`src/rtl/dcs_pkg.sv`:
```
package dcs_pkg;

  localparam int ADDR_W = 32;
  localparam int ROW_W  = 12;
  localparam int RANK_W = 1;
  localparam int BANK_W = 3;
  localparam int COL_W  = 16;
  localparam int SLOT_W = RANK_W + BANK_W;
  localparam int NSLOT  = 1 << SLOT_W;

  typedef enum logic [1:0] {
    OP_NOP = 2'd0,
    OP_ACT = 2'd1,
    OP_RD  = 2'd2,
    OP_PRE = 2'd3
  } op_e;

  typedef enum logic [2:0] {
    ST_IDLE  = 3'd0,
    ST_WACT  = 3'd1,
    ST_WRD   = 3'd2,
    ST_WDATA = 3'd3,
    ST_LAST  = 3'd4
  } seq_st_e;

  typedef struct packed {
    logic [RANK_W-1:0] rank;
    logic [BANK_W-1:0] bank;
    logic [ROW_W-1:0]  row;
    logic [COL_W-1:0]  col;
  } loc_t;

  // layout 0: row | rank | bank | col   layout 1: bank | rank | row | col
  function automatic loc_t split_addr(input logic [ADDR_W-1:0] a, input logic lay);
    loc_t l;
    l.col = a[COL_W-1:0];
    if (!lay) begin
      l.bank = a[COL_W +: BANK_W];
      l.rank = a[COL_W+BANK_W +: RANK_W];
      l.row  = a[COL_W+BANK_W+RANK_W +: ROW_W];
    end else begin
      l.row  = a[COL_W +: ROW_W];
      l.rank = a[COL_W+ROW_W +: RANK_W];
      l.bank = a[COL_W+ROW_W+RANK_W +: BANK_W];
    end
    return l;
  endfunction

  function automatic logic [SLOT_W-1:0] slot_of(input loc_t l);
    return {l.rank, l.bank};
  endfunction

  // fields a command carries on the bus; unused ones are forced to zero
  function automatic loc_t bus_fields(input op_e op, input loc_t l);
    loc_t f;
    f = '0;
    if (op != OP_NOP) begin
      f.rank = l.rank;
      f.bank = l.bank;
    end
    if (op == OP_ACT) f.row = l.row;
    if (op == OP_RD)  f.col = l.col;
    return f;
  endfunction

endpackage

```
`src/rtl/dcs_addr_split.sv`:
```
module dcs_addr_split
  import dcs_pkg::*;
(
  input  logic [ADDR_W-1:0] addr,
  input  logic              layout,
  output loc_t              loc,
  output logic [SLOT_W-1:0] slot
);

  always_comb begin
    loc  = split_addr(addr, layout);
    slot = slot_of(loc);
  end

endmodule

```
`src/rtl/dcs_open_rows.sv`:
```
module dcs_open_rows #(
  parameter int NS  = 16,
  parameter int SW  = 4,
  parameter int RW  = 12
) (
  input  logic          clk,
  input  logic          rst_n,
  input  logic [SW-1:0] rd_slot,
  output logic          rd_open,
  output logic [RW-1:0] rd_row,
  input  logic [SW-1:0] wr_slot,
  input  logic          set_en,
  input  logic [RW-1:0] set_row,
  input  logic          clr_en
);

  logic [NS-1:0] open_q;
  logic [RW-1:0] row_q [NS];

  always_ff @(posedge clk) begin
    if (!rst_n) begin
      open_q <= '0;
      for (int i = 0; i < NS; i++) row_q[i] <= '0;
    end else if (set_en) begin
      open_q[wr_slot] <= 1'b1;
      row_q[wr_slot]  <= set_row;
    end else if (clr_en) begin
      open_q[wr_slot] <= 1'b0;
    end
  end

  assign rd_open = open_q[rd_slot];
  assign rd_row  = row_q[rd_slot];

  AST_SET_CLR_EXCL: assert property (@(posedge clk) disable iff (!rst_n)
    !(set_en && clr_en));

  AST_SET_OPENS: assert property (@(posedge clk) disable iff (!rst_n)
    set_en |=> open_q[$past(wr_slot)]);

endmodule

```
`src/rtl/dcs_gap_timer.sv`:
```
module dcs_gap_timer #(
  parameter int TW = 4
) (
  input  logic          clk,
  input  logic          rst_n,
  input  logic          load,
  input  logic [TW-1:0] load_val,
  output logic          done
);

  logic [TW-1:0] cnt_q;

  always_ff @(posedge clk) begin
    if (!rst_n)            cnt_q <= '0;
    else if (load)         cnt_q <= load_val;
    else if (cnt_q != '0)  cnt_q <= cnt_q - 1'b1;
  end

  assign done = (cnt_q == TW'(1));

  AST_LOAD_NONZERO: assert property (@(posedge clk) disable iff (!rst_n)
    load |-> (load_val != '0));

endmodule

```
`src/rtl/dram_cmd_seq.sv`:
```
module dram_cmd_seq
  import dcs_pkg::*;
#(
  parameter int TW    = 4,
  parameter int CNT_W = 16
) (
  input  logic              clk,
  input  logic              rst_n,
  input  logic [TW-1:0]     cfg_trp,
  input  logic [TW-1:0]     cfg_trcd,
  input  logic [TW-1:0]     cfg_tcas,
  input  logic              cfg_layout,
  input  logic              req_valid,
  input  logic [ADDR_W-1:0] req_addr,
  output logic              req_ready,
  output logic [1:0]        cmd_op,
  output logic [RANK_W-1:0] cmd_rank,
  output logic [BANK_W-1:0] cmd_bank,
  output logic [ROW_W-1:0]  cmd_row,
  output logic [COL_W-1:0]  cmd_col,
  output logic              data_valid,
  output logic [CNT_W-1:0]  cmd_count
);

  localparam int SINCE_W = TW + 1;

  function automatic logic [TW-1:0] at_least_one(input logic [TW-1:0] v);
    return (v == '0) ? TW'(1) : v;
  endfunction

  // timing captured during reset
  logic [TW-1:0] trp_q, trcd_q, tcas_q;
  always_ff @(posedge clk) begin
    if (!rst_n) begin
      trp_q  <= at_least_one(cfg_trp);
      trcd_q <= at_least_one(cfg_trcd);
      tcas_q <= at_least_one(cfg_tcas);
    end
  end

  // address decode of the incoming request
  loc_t              dec_loc;
  logic [SLOT_W-1:0] dec_slot;
  dcs_addr_split u_split (
    .addr   (req_addr),
    .layout (cfg_layout),
    .loc    (dec_loc),
    .slot   (dec_slot)
  );

  seq_st_e           st_q, st_nx;
  loc_t              req_q;
  op_e               op_q;
  loc_t              bus_q;
  logic              dv_q;
  logic [CNT_W-1:0]  cnt_q;

  // open-row table
  logic              tbl_open;
  logic [ROW_W-1:0]  tbl_row;
  logic [SLOT_W-1:0] wr_slot;
  logic [ROW_W-1:0]  wr_row;
  logic              tbl_set, tbl_clr;

  dcs_open_rows #(.NS(NSLOT), .SW(SLOT_W), .RW(ROW_W)) u_rows (
    .clk     (clk),
    .rst_n   (rst_n),
    .rd_slot (dec_slot),
    .rd_open (tbl_open),
    .rd_row  (tbl_row),
    .wr_slot (wr_slot),
    .set_en  (tbl_set),
    .set_row (wr_row),
    .clr_en  (tbl_clr)
  );

  // gap timer
  logic          tmr_load, tmr_done;
  logic [TW-1:0] tmr_val;
  dcs_gap_timer #(.TW(TW)) u_timer (
    .clk      (clk),
    .rst_n    (rst_n),
    .load     (tmr_load),
    .load_val (tmr_val),
    .done     (tmr_done)
  );

  // named events
  logic evt_accept, evt_hit, evt_empty, evt_conflict;
  assign evt_accept   = (st_q == ST_IDLE) && req_valid;
  assign evt_hit      = evt_accept && tbl_open && (tbl_row == dec_loc.row);
  assign evt_empty    = evt_accept && !tbl_open;
  assign evt_conflict = evt_accept && tbl_open && (tbl_row != dec_loc.row);

  op_e  iss_op;
  loc_t iss_loc;
  logic dv_nx;
  logic evt_issue;

  always_comb begin
    st_nx    = st_q;
    iss_op   = OP_NOP;
    iss_loc  = req_q;
    tmr_load = 1'b0;
    tmr_val  = trp_q;
    tbl_set  = 1'b0;
    tbl_clr  = 1'b0;
    wr_slot  = slot_of(req_q);
    wr_row   = req_q.row;
    dv_nx    = 1'b0;
    unique case (st_q)
      ST_IDLE: begin
        iss_loc = dec_loc;
        wr_slot = dec_slot;
        wr_row  = dec_loc.row;
        if (evt_hit) begin
          iss_op   = OP_RD;
          tmr_load = 1'b1;
          tmr_val  = tcas_q;
          st_nx    = ST_WDATA;
        end else if (evt_empty) begin
          iss_op   = OP_ACT;
          tbl_set  = 1'b1;
          tmr_load = 1'b1;
          tmr_val  = trcd_q;
          st_nx    = ST_WRD;
        end else if (evt_conflict) begin
          iss_op   = OP_PRE;
          tbl_clr  = 1'b1;
          tmr_load = 1'b1;
          tmr_val  = trp_q;
          st_nx    = ST_WACT;
        end
      end
      ST_WACT: if (tmr_done) begin
        iss_op   = OP_ACT;
        tbl_set  = 1'b1;
        tmr_load = 1'b1;
        tmr_val  = trcd_q;
        st_nx    = ST_WRD;
      end
      ST_WRD: if (tmr_done) begin
        iss_op   = OP_RD;
        tmr_load = 1'b1;
        tmr_val  = tcas_q;
        st_nx    = ST_WDATA;
      end
      ST_WDATA: if (tmr_done) begin
        dv_nx = 1'b1;
        st_nx = ST_LAST;
      end
      ST_LAST: st_nx = ST_IDLE;
      default: st_nx = ST_IDLE;
    endcase
  end

  assign evt_issue = (iss_op != OP_NOP);

  always_ff @(posedge clk) begin
    if (!rst_n) begin
      st_q  <= ST_IDLE;
      req_q <= '0;
      op_q  <= OP_NOP;
      bus_q <= '0;
      dv_q  <= 1'b0;
      cnt_q <= '0;
    end else begin
      st_q  <= st_nx;
      op_q  <= iss_op;
      bus_q <= bus_fields(iss_op, iss_loc);
      dv_q  <= dv_nx;
      if (evt_accept) req_q <= dec_loc;
      if (evt_issue && (cnt_q != '1)) cnt_q <= cnt_q + 1'b1;
    end
  end

  assign req_ready  = (st_q == ST_IDLE);
  assign cmd_op     = op_q;
  assign cmd_rank   = bus_q.rank;
  assign cmd_bank   = bus_q.bank;
  assign cmd_row    = bus_q.row;
  assign cmd_col    = bus_q.col;
  assign data_valid = dv_q;
  assign cmd_count  = cnt_q;

  // bus history for the gap properties
  logic [SINCE_W-1:0] since_q;
  op_e                last_op_q;
  always_ff @(posedge clk) begin
    if (!rst_n) begin
      since_q   <= '0;
      last_op_q <= OP_NOP;
    end else if (op_q != OP_NOP) begin
      since_q   <= SINCE_W'(1);
      last_op_q <= op_q;
    end else if (since_q != '1) begin
      since_q   <= since_q + 1'b1;
    end
  end

  AST_PRE_ACT_GAP: assert property (@(posedge clk) disable iff (!rst_n)
    (op_q == OP_ACT && last_op_q == OP_PRE) |-> (since_q == {1'b0, trp_q}));

  AST_ACT_RD_GAP: assert property (@(posedge clk) disable iff (!rst_n)
    (op_q == OP_RD && last_op_q == OP_ACT) |-> (since_q == {1'b0, trcd_q}));

  AST_PRE_THEN_ACT: assert property (@(posedge clk) disable iff (!rst_n)
    (op_q != OP_NOP && last_op_q == OP_PRE) |-> (op_q == OP_ACT));

  AST_CNT_STEP: assert property (@(posedge clk) disable iff (!rst_n)
    (cmd_op != OP_NOP && $past(cmd_count) != '1) |-> (cmd_count == $past(cmd_count) + 1'b1));

  AST_CNT_HOLD: assert property (@(posedge clk) disable iff (!rst_n)
    (cmd_op == OP_NOP) |-> $stable(cmd_count));

  AST_NOP_ZERO: assert property (@(posedge clk) disable iff (!rst_n)
    (cmd_op == OP_NOP) |-> (cmd_rank == '0 && cmd_bank == '0 && cmd_row == '0 && cmd_col == '0));

  AST_READY_QUIET: assert property (@(posedge clk) disable iff (!rst_n)
    req_ready |-> (cmd_op == OP_NOP && !data_valid));

  AST_READY_AFTER_DV: assert property (@(posedge clk) disable iff (!rst_n)
    data_valid |=> (req_ready && !data_valid));

endmodule

```
`config.mk`:
```
export PLATFORM = sky130hd
export DESIGN_NAME = dram_cmd_seq
export DESIGN_NICKNAME = d
export VERILOG_FILES = /design/src/rtl/dcs_pkg.sv /design/src/rtl/dcs_addr_split.sv /design/src/rtl/dcs_open_rows.sv /design/src/rtl/dcs_gap_timer.sv /design/src/rtl/dram_cmd_seq.sv
export SDC_FILE = /design/constraint.sdc
export NUM_CORES = 1
export LEC_CHECK = 0
export ABC_AREA = 1
export BUFFER_PORTS_ARGS = -buffer_cell sky130_fd_sc_hd__buf_4
export CORE_MARGIN = 2
export CORE_UTILIZATION = 50
export CTS_CLUSTER_SIZE = 8
export DETAILED_ROUTE_END_ITERATION = 10
export GPL_TIMING_DRIVEN = 0
export PLACE_DENSITY = 0.8
export RECOVER_POWER = 50
export SLEW_MARGIN = 40
export SYNTH_ARGS = -nofsm -noshare
export SYNTH_HDL_FRONTEND = slang
export SYNTH_SLANG_ARGS = --single-unit
```
`constraint.sdc`:
```
create_clock -name clk -period 3.6 [get_ports clk]
set_clock_uncertainty 0.05 [all_clocks]
set_input_delay 0.54 -clock clk [delete_from_list [all_inputs] [get_ports clk]]
set_output_delay 0.54 -clock clk [all_outputs]
set_load 0.1 [all_outputs]
```
# Yosys cells after proc, flatten, opt, wreduce, memory -nomap -nowiden
# Memory sizes are Yosys's and may differ from the RTL's.
# Index checks and enable logic that the tools add are counted.
# totals
register_bits	118
ram_bits	192
in_bits	48
output_inout_bits	52
wordCells	110
n_memories	1
# mem_list
name	depth	width	read_ports	rd_ports_with_merged_regs	wr	line	source
u_rows.row_q	16	12	1	0	16	dcs_open_rows.sv:18	logic [RW-1:0] row_q [NS];
# op_classes
add_sub_neg	2
n_lt_le_gt_ge	3
eq_ne	13
muxes	48
n_bitwise	3
reduce_logical	23
# op_table
operator	count
16-bit 2-to-1 mux	3
32-bit 2-to-1 mux	1
4-bit 2-to-1 mux	8
12-bit 2-to-1 mux	2
3-bit 2-to-1 mux	6
1-bit 2-to-1 mux	17
16-bit by 1-bit adder with 16-bit output, second input constant	1
16-bit bitwise AND	1
16-bit inequality test, second input constant	1
16-bit NOT	1
16-bit bitwise OR	1
12-bit == test	1
4-bit zero test	3
12-bit inequality test	1
3-bit case mux with 4 select lines	1
4-bit case mux with 3 select lines	1
12-bit OR reduction	1
4-bit by 5-bit less-than comparator with 1-bit output, second input constant	2
2-bit 2-to-1 mux	4
2-bit AND reduction	4
1-bit logical AND	7
3-bit by 2-bit == test with 1-bit output, second input constant	2
2-bit inequality test, second input constant	3
2-bit case mux with 3 select lines	1
other kinds (16)	19

# Longest topological paths before layout
# Gate-level depths: netlist of the first run.
# logic_depth
depth_word	13
depth_mapped	23
ltp_nobuf	19

# By module
# From an unflattened synthesis of the first run, not the netlist that was laid out.
# unflattened
cells_unflattened	1919
area_unflattened_um2	15249.6
# modules_own_cells
module	instances	cells_per_inst	area_each_um2	seq_area_each_um2
dcs_open_rows	1	1176	10019.6	6085.8
dram_cmd_seq	1	630	4519.3	2082.0
dcs_addr_split	1	72	434.2	0.0
dcs_gap_timer	1	41	276.5	80.1

# Worst setup path after synthesis of the first run
# Ideal clock, no wire load.
# synth_path
path_kind	input port to flip-flop
from	input cfg_layout
to	memory u_rows.row_q[0][0] (enable)
arrival_time_ns	2.597
t_required_ns	3.200
path_slack_ns	0.603
path_stages	15
n_path_buf	4
path_cell_list	buf_4 o21ai_2 clkbuf_1 nand3_1 nand2_1 inv_2 nor2_4 inv_2 nand2_1 nand2_1 inv_2 buf_6 nand2_2 buf_2 nand2_1
# synth_lines
item	line	source
start: declaration	dram_cmd_seq.sv:12	input logic cfg_layout,
end: declaration	dcs_open_rows.sv:18	

==> results_dict.tcl, run 1 <==
set metrics [dict create \
    yosysSeqAreaShare_pct 58.0 \
    fmax_mhz 285 \
    tightest_slew_ns 1.25 \
    clkTransAtPathRegs_ns 0.05 \
    rsz0062_at_grt "yes" \
    grt_pass1_vias 12200 \
    drive_above_1_share_pct 11.5 \
    hold_viol 0 \
    htree_levels 2 \
    hpwl_um 30400 \
    dr.pass1.iters 6 \
    irDropWorstVdd_v 0.000383 \
    ios 100 \
    cp_top_family "simple AND/OR/NAND/NOR gates" \
    syn2layout_area_growth_pct 16.8 \
    timing.rr.end "u_rows.row_q[12][4]$_SDFFCE_PN0P_" \
    crit_required_ns 3.75 \
    hold_path_depth 2 \
    vias 12500 \
    drc_errors 0 \
    period_needed_ns 3.50 \
    num_rows 61 \
    grt_pass1_wl_um 66200 \
    final_nets 1815 \
    drt_iter0_drc 1565 \
    reg2regPathDepth 7 \
    synth_top_area_cell "edfxtp_1" \
    clkSinkCount 310 \
    power.leakage_nw 6.69 \
    die_area_um2 29800 \
    setup_violations 0 \
    synth.distinct_cells 39 \
    cpMaxStageDelayCell "buf_2" \
    crit_chain "buf_4 -> inv_2 -> nand2_1 -> nand2_2 -> buf_2 -> nand3_1 -> nand3_1 -> nand3_1 -> nand2_1 -> inv_2 -> nor2_4 -> inv_2 -> nand2_1 -> nand2_1 -> inv_2 -> nand2_1 -> clkbuf_2 -> nand2_4" \
    wl_met3_um 4610 \
    synth_ff_type "edfxtp_1" \
    wl_per_cell_um 19.8 \
    met2_length_um 20100 \
    synth_area_leaders "edfxtp_1 43%, dfxtp_1 15%, nand2_1 9.9%" \
    gr-total-overflow 0 \
    clk_latency_ns 0.55 \
    cts_setup_buffers 0 \
    die_x_um 173 \
    routed.top_layer "met4" \
    synth_area_um2 14200 \
    max_stage_delay_ns 0.36 \
    wl_met1_um 16500 \
    vias_per_cell 5.77 \
    hold_class "input port to register" \
    core_area_um2 27900 \
    yosys-top-cells-count "376 x nand2_1, 280 x nor2_1, 232 x nand3_1" \
    placed_cell_area_um2 15400 \
    worstSetupEndpointType "register" \
    syn_avg_cell_area_um2 8.75 \
    antenna_left 0 \
    antenna_found_initial 1 \
    maxSlewHeadroom_pct 17.4 \
    outcome "completed" \
    cp-start-kind "input port" \
    yosysMostFrequentCell "nand2_1" \
    power_w 0.0121 \
    drt_wl_total_um 43100 \
    criticalPathCategory "input port to register" \
    cts-root-buf "clkbuf_16" \
    start_util_pct 51.0 \
    gp_congestion 0.919 \
    cpMostUsedCell "nand2_1" \
    utilization_pct 59.6 \
    cts_buffers 44 \
    worstPathArrival_ns 3.66 \
    r2r-start "st_q[2]$_SDFFE_PN0P_" \
    synth_edf_count 204 \
    diodes 0 \
    min_period_over_period_pct 97.3 \
    grt_usage_pct 28.3 \
    tns_ns 0 \
    hold_slack_ns 0.222 \
    io_buffers 98 \
    synthArstFlopShare_pct 0 \
    netlist_instances 1624 \
    min_to "trcd_q[0]$_SDFFCE_PN1N_" \
    reg2reg_setup_slack_ns 0.12 \
    critPathBufInv 7 \
    cp_max_fo 12 \
    slew_violations 0 \
    die_y_um 173 \
    ys_ff_latch 310 \
    synth_top_area_share_pct 43.1 \
    yosysWarnings 0 \
    fillers 2370 \
    design_area_um2 16600 \
    grt_max_degree 22 \
    cts_tree "done" \
    syn-num-nets 1676 \
    clockBufferDepth 3 \
    drv_cap 0 \
    p_per_area_nw_per_um2 726 \
    hold_path_startpoint "cfg_trcd[0]" \
]
[final cells by class]
cell class / instances / area [um2] / share of cell area (%)
Inverter: 110 / 413 / 2.49
Buffer: 103 / 542 / 3.26
Tap cell: 378 / 473 / 2.85
Clock buffer: 77 / 1260 / 7.57
Timing Repair Buffer: 98 / 522 / 3.14
Sequential cell: 310 / 8250 / 49.7
Clock inverter: 2 / 46.3 / 0.279
Multi-Input combinational cell: 1096 / 5100 / 30.7
[cell families after synthesis]
group,Yosys count,share of synthesized area [%]
flops,310,58.0
compound gates,138,6.02
fa+ha+maj,4,0.352
mux,3,0.211
simple gates,949,28.5
xor+xnor,2,0.123
buf+inv,218,6.82
[worst max path at each step]
stage / slack [ns] / to / startpoint / depth (start not counted)
2_1_floorplan: 0.60 / u_rows.row_q[0][0]$_SDFFCE_PN0P_ / cfg_layout / 15
3_3_place_gp: -0.90 / u_rows.row_q[5][0]$_SDFFCE_PN0P_ / cfg_layout / 18
3_5_place_dp: -1.0 / u_rows.row_q[5][0]$_SDFFCE_PN0P_ / cfg_layout / 18
4_1_cts: 0.03 / u_rows.row_q[8][11]$_SDFFCE_PN0P_ / cfg_layout / 20
5_1_grt: -0.03 / u_rows.row_q[13][4]$_SDFFCE_PN0P_ / st_q[2]$_SDFFE_PN0P_ / 7
6_report: 0.1 / u_rows.row_q[5][9]$_SDFFCE_PN0P_ / cfg_layout / 18
[metal layers]
layer  track usage, %  vias up
li1                 -     5701
met1             37.0     5886
met2             46.2      819
met3             4.68      138
met4             13.5        0
met5                0        -
[power by group]
| part | switching, W | total (W) | leakage, nW | internal (W) |
|---|---|---|---|---|
| Combinational | 0.00307 | 0.00381 | 3.11 | 0.000740 |
| Sequential | 0.000149 | 0.00437 | 2.97 | 0.00422 |
| Clock | 0.00153 | 0.00388 | 0.617 | 0.00235 |
| Total | 0.00474 | 0.0121 | 6.69 | 0.00731 |
[registers in the layout, summed over array words and instances (netlist names), named ones only]
signal         count
u_rows.row_q     192
cmd_op             2
trcd_q             4
data_valid         1
tcas_q             4
trp_q              4
st_q               3
cmd_col           16
cmd_count         16
u_timer.cnt_q      4
cmd_rank           1
cmd_bank           3
req_q             32
cmd_row           12
[timing repair]
| item | 4_1_cts | 5_1_grt |
|---|---|---|
| hold buffers | 0 | 0 |
| resized for setup | 19 | 22 |
| endpoints found under the setup margin | 202 | 213 |
[worst reg2reg max path, stage by stage (launching register included)]
cell and delay, ns:
dfxtp_1 0.37, nor3_4 0.46, clkinv_1 0.38, clkbuf_1 0.34, clkbuf_1 0.37, o21ai_1 0.65
clkbuf_1 0.48, nor2_1 0.13
[placed cells by master (no fill, tap or decap), types with 23 or more instances in the layout]
cell type  netlist  final
nand3_1        232    232
inv_1          103    103
buf_2           34     34
o21ai_0         49     41
dfxtp_1        106    106
a211oi_1        23     23
buf_4            9     47
edfxtp_1       204    204
nand2_1        376    360
clkbuf_16        0     45
a21oi_1         38     38
clkbuf_1        54    134
nor2_1         280    280
[per-stage QoR]
stage | worst slack, ns | instances
2_1_floorplan | 0.603 | 1624
3_3_place_gp | -0.897 | 2100
3_5_place_dp | -0.999 | 2100
4_1_cts | 0.0273 | 2177
5_1_grt | -0.0263 | 2174
6_report | 0.0967 | 2174
(Power assumes the default switching activity.)
==> run 2: changes to the inputs <==
Settings changed: ABC_AREA 1 to default, RECOVER_POWER 50 to default.
==> run 2 against run 1 <==
Against the previous run: hold slack lost 0.0080 ns; total power fell by 15%; design area up 0.66%; via count shrank 14%; sequential share of layout area decreased by 0.32 points; critical path depth down 3; synthesized area is 2.6% lower; first-iteration DRC count down 6.1%; die area is 2.5% lower; synthesized cell count down 24%; global-route usage shrank 0.84 points; critical path type unchanged.
==> results_dict.tcl, run 2 <==
set metrics [dict create \
    grt_max_degree 22 \
    vias 10800 \
    rsz0062_at_grt "yes" \
    synth.distinct_cells 71 \
    cpMaxStageDelayCell "a222oi_1" \
    synth_area_leaders "edfxtp_1 44%, dfxtp_1 15%, nor2_1 7.2%" \
    start_util_pct 51.1 \
    top_regs "u_rows.row_q x192, req_q x32" \
    antenna_left 0 \
    drt_iter0_drc 1469 \
    comb_power_share_pct 23.4 \
    clkSinkCount 310 \
    worstSetupEndpointType "register" \
    yosysSeqAreaShare_pct 59.5 \
    holdBufCountCts 0 \
    wl_per_cell_um 22.6 \
    maxSlewHeadroom_pct 39.6 \
    yosys-top-cells-count "267 x nor2_1, 204 x edfxtp_1, 173 x nand2_1" \
    synth_area_um2 13900 \
    synthArstFlopShare_pct 0 \
    die_area_um2 29000 \
    final_common_cell "nor2_1" \
    outcome "completed" \
    cpMostUsedCell "buf_12" \
    cts_buffers 44 \
    antenna_found_initial 0 \
    final_nets 1440 \
    worstPathArrival_ns 4.00 \
    hold_slack_ns 0.214 \
    syn-num-nets 1284 \
    mostFrequentLayoutCells "266 x nor2_1, 204 x edfxtp_1, 157 x nand2_1" \
    syn_avg_cell_area_um2 11.2 \
    synth_ff_type "edfxtp_1" \
    grt_usage_pct 27.5 \
    crit_chain "buf_4 -> mux2_4 -> buf_12 -> buf_12 -> buf_12 -> mux2i_1 -> mux2_4 -> a222oi_1 -> xor2_1 -> nand3_2 -> nor4_4 -> buf_4 -> clkbuf_16 -> o21ai_2 -> a31oi_1" \
    die_x_um 170 \
    crit_required_ns 4.00 \
    p_int_w 0.00701 \
    power.share.switching_pct 31.9 \
    ios 100 \
    cp_max_fo 10 \
    p_switching_w 0.00329 \
    netlist_instances 1232 \
    cp-start-kind "input port" \
    clkTransAtPathRegs_ns 0.05 \
    cts-root-buf "clkbuf_16" \
    seqPwrFrac_pct 40.6 \
    tightest_slew_ns 0.906 \
    yosysMostFrequentCell "nor2_1" \
    irDropWorstVdd_v 0.000350 \
    die_y_um 170 \
    power_w 0.0103 \
    dr.pass1.iters 7 \
    gr-total-overflow 0 \
    gp_congestion 0.973 \
    largest_reg_flops 192 \
    clkPwrFrac_pct 36.0 \
    criticalPathCategory "input port to register" \
    grt_pass1_wl_um 59900 \
    power.leakage_nw 6.34 \
    fmax_mhz 278 \
    p_per_area_nw_per_um2 617 \
    tns_ns 0 \
    clockBufferDepth 3 \
    io_buffers 97 \
    drv_cap 0 \
    drt_wl_total_um 40000 \
    synth_edf_count 204 \
    htree_levels 2 \
    hpwl_um 26900 \
    drc_errors 0 \
    vias_per_cell 6.10 \
    max_stage_delay_ns 0.81 \
    grt_pass1_vias 10500 \
    hold_viol 0 \
    slew_violations 0 \
    core_area_um2 27100 \
    drive_above_1_share_pct 22.4 \
    period_needed_ns 3.60 \
    hold_class "input port to register" \
    top_register "u_rows.row_q" \
    synth_top_area_cell "edfxtp_1" \
    yosysWarnings 0 \
    cts_tree "done" \
    num_rows 60 \
    clk_latency_ns 0.54 \
    synth_top_area_share_pct 44.2 \
    setup_violations 0 \
    diodes 0 \
    ys_ff_latch 310 \
    syn2layout_area_growth_pct 20.7 \
    min_period_over_period_pct 99.9 \
    utilization_pct 61.7 \
]
## run 2: changes by cell type after synthesis, moves of 15 or more
| cell | delta |
|---|---|
| a21oi_1 | +15 |
| a31oi_1 | +32 |
| mux2i_1 | +31 |
| inv_1 | -94 |
| nand2_1 | -203 |
| nand3_1 | -205 |
| o21ai_0 | -30 |
| mux4_2 | +35 |
| buf_2 | -30 |
## run 2: cell families (layout without fill, tap and decap cells)
logic type                 count (synthesis)  after routing  synth area share, %
xor gates and xnor gates                  25             25                 1.58
buffers and inverters                    102            270                 3.88
and+or+nand+nor                          523            523                 15.7
AOI/OAI and AO/OA                        184            184                 8.86
adders and majority gates                  4              4                0.361
muxes                                     84             84                 10.0
DFF                                      310            310                 59.5
## run 2: area by class of cell
| type | count | area, um2 |
|---|---|---|
| flip-flops and latches | 310 | 8250 |
| inverters | 9 | 33.8 |
| clock buffers | 57 | 1190 |
| multi-input cells | 820 | 5300 |
| fillers | 2012 | 10400 |
| repair buffers | 111 | 897 |
| clock inverters | 1 | 16.3 |
| plain buffers | 92 | 557 |
| well taps | 372 | 465 |
## run 2: timing repair
action | CTS | global route
pin swaps | 2 | 10
resized for setup | 39 | 39
buffers inserted | 2 | 6
gates cloned | 0 | 2
setup endpoints to repair | 338 | 240
## run 2: worst max-delay path: cells and delay by family
family | cells | cell delay (ns)
AOI/OAI and AO/OA | 3 | 1.11
xor gates and xnor gates | 1 | 0.28
buffers and inverters | 6 | 0.92
muxes | 3 | 0.72
and+or+nand+nor | 2 | 0.41
## run 2: metrics by stage
stage	setup WS (ns)	std cells	cell area [um2]
3_3_place_gp	-1.17	1701	15100
3_5_place_dp	-1.20	1705	15200
6_report	0.00419	1772	16700
2_1_floorplan	0.0176	1232	13900
4_1_cts	0.00632	1765	16500
5_1_grt	-0.0330	1772	16700
## run 2: path summary, 6_finish.rpt
check,startpoint,endpoint,slack (ns),depth (start not counted)
setup / recovery,cfg_layout,register,0.004,15
hold / removal,cfg_trp[0],trp_q[0]$_SDFFCE_PN1N_,0.21,2
setup reg to reg,st_q[0]$_SDFFE_PN0P_,u_rows.row_q[12][3]$_SDFFCE_PN0P_,0.17,10
hold reg to reg,req_q[12]$_SDFFE_PN0P_,req_q[12]$_SDFFE_PN0P_,0.41,2
## run 2: metal layers
metal / GRT usage (%) / vias to the layer above / share of wire (%)
met4: 12.0 / 0 / 4.7
met3: 7.05 / 139 / 12
met1: 36.8 / 5175 / 37
li1: - / 4714 / -
met5: 0 / - / 0
met2: 42.6 / 785 / 46
## run 2: power groups by stage
stage	registers [W]	clock network, W	logic, W
2_1_floorplan	0.00447	0	0.00128
3_3_place_gp	0.00423	0	0.00216
3_5_place_dp	0.00425	0	0.00225
4_1_cts	0.00418	0.00371	0.00230
5_1_grt	0.00421	0.00385	0.00253
6_report	0.00419	0.00371	0.00241
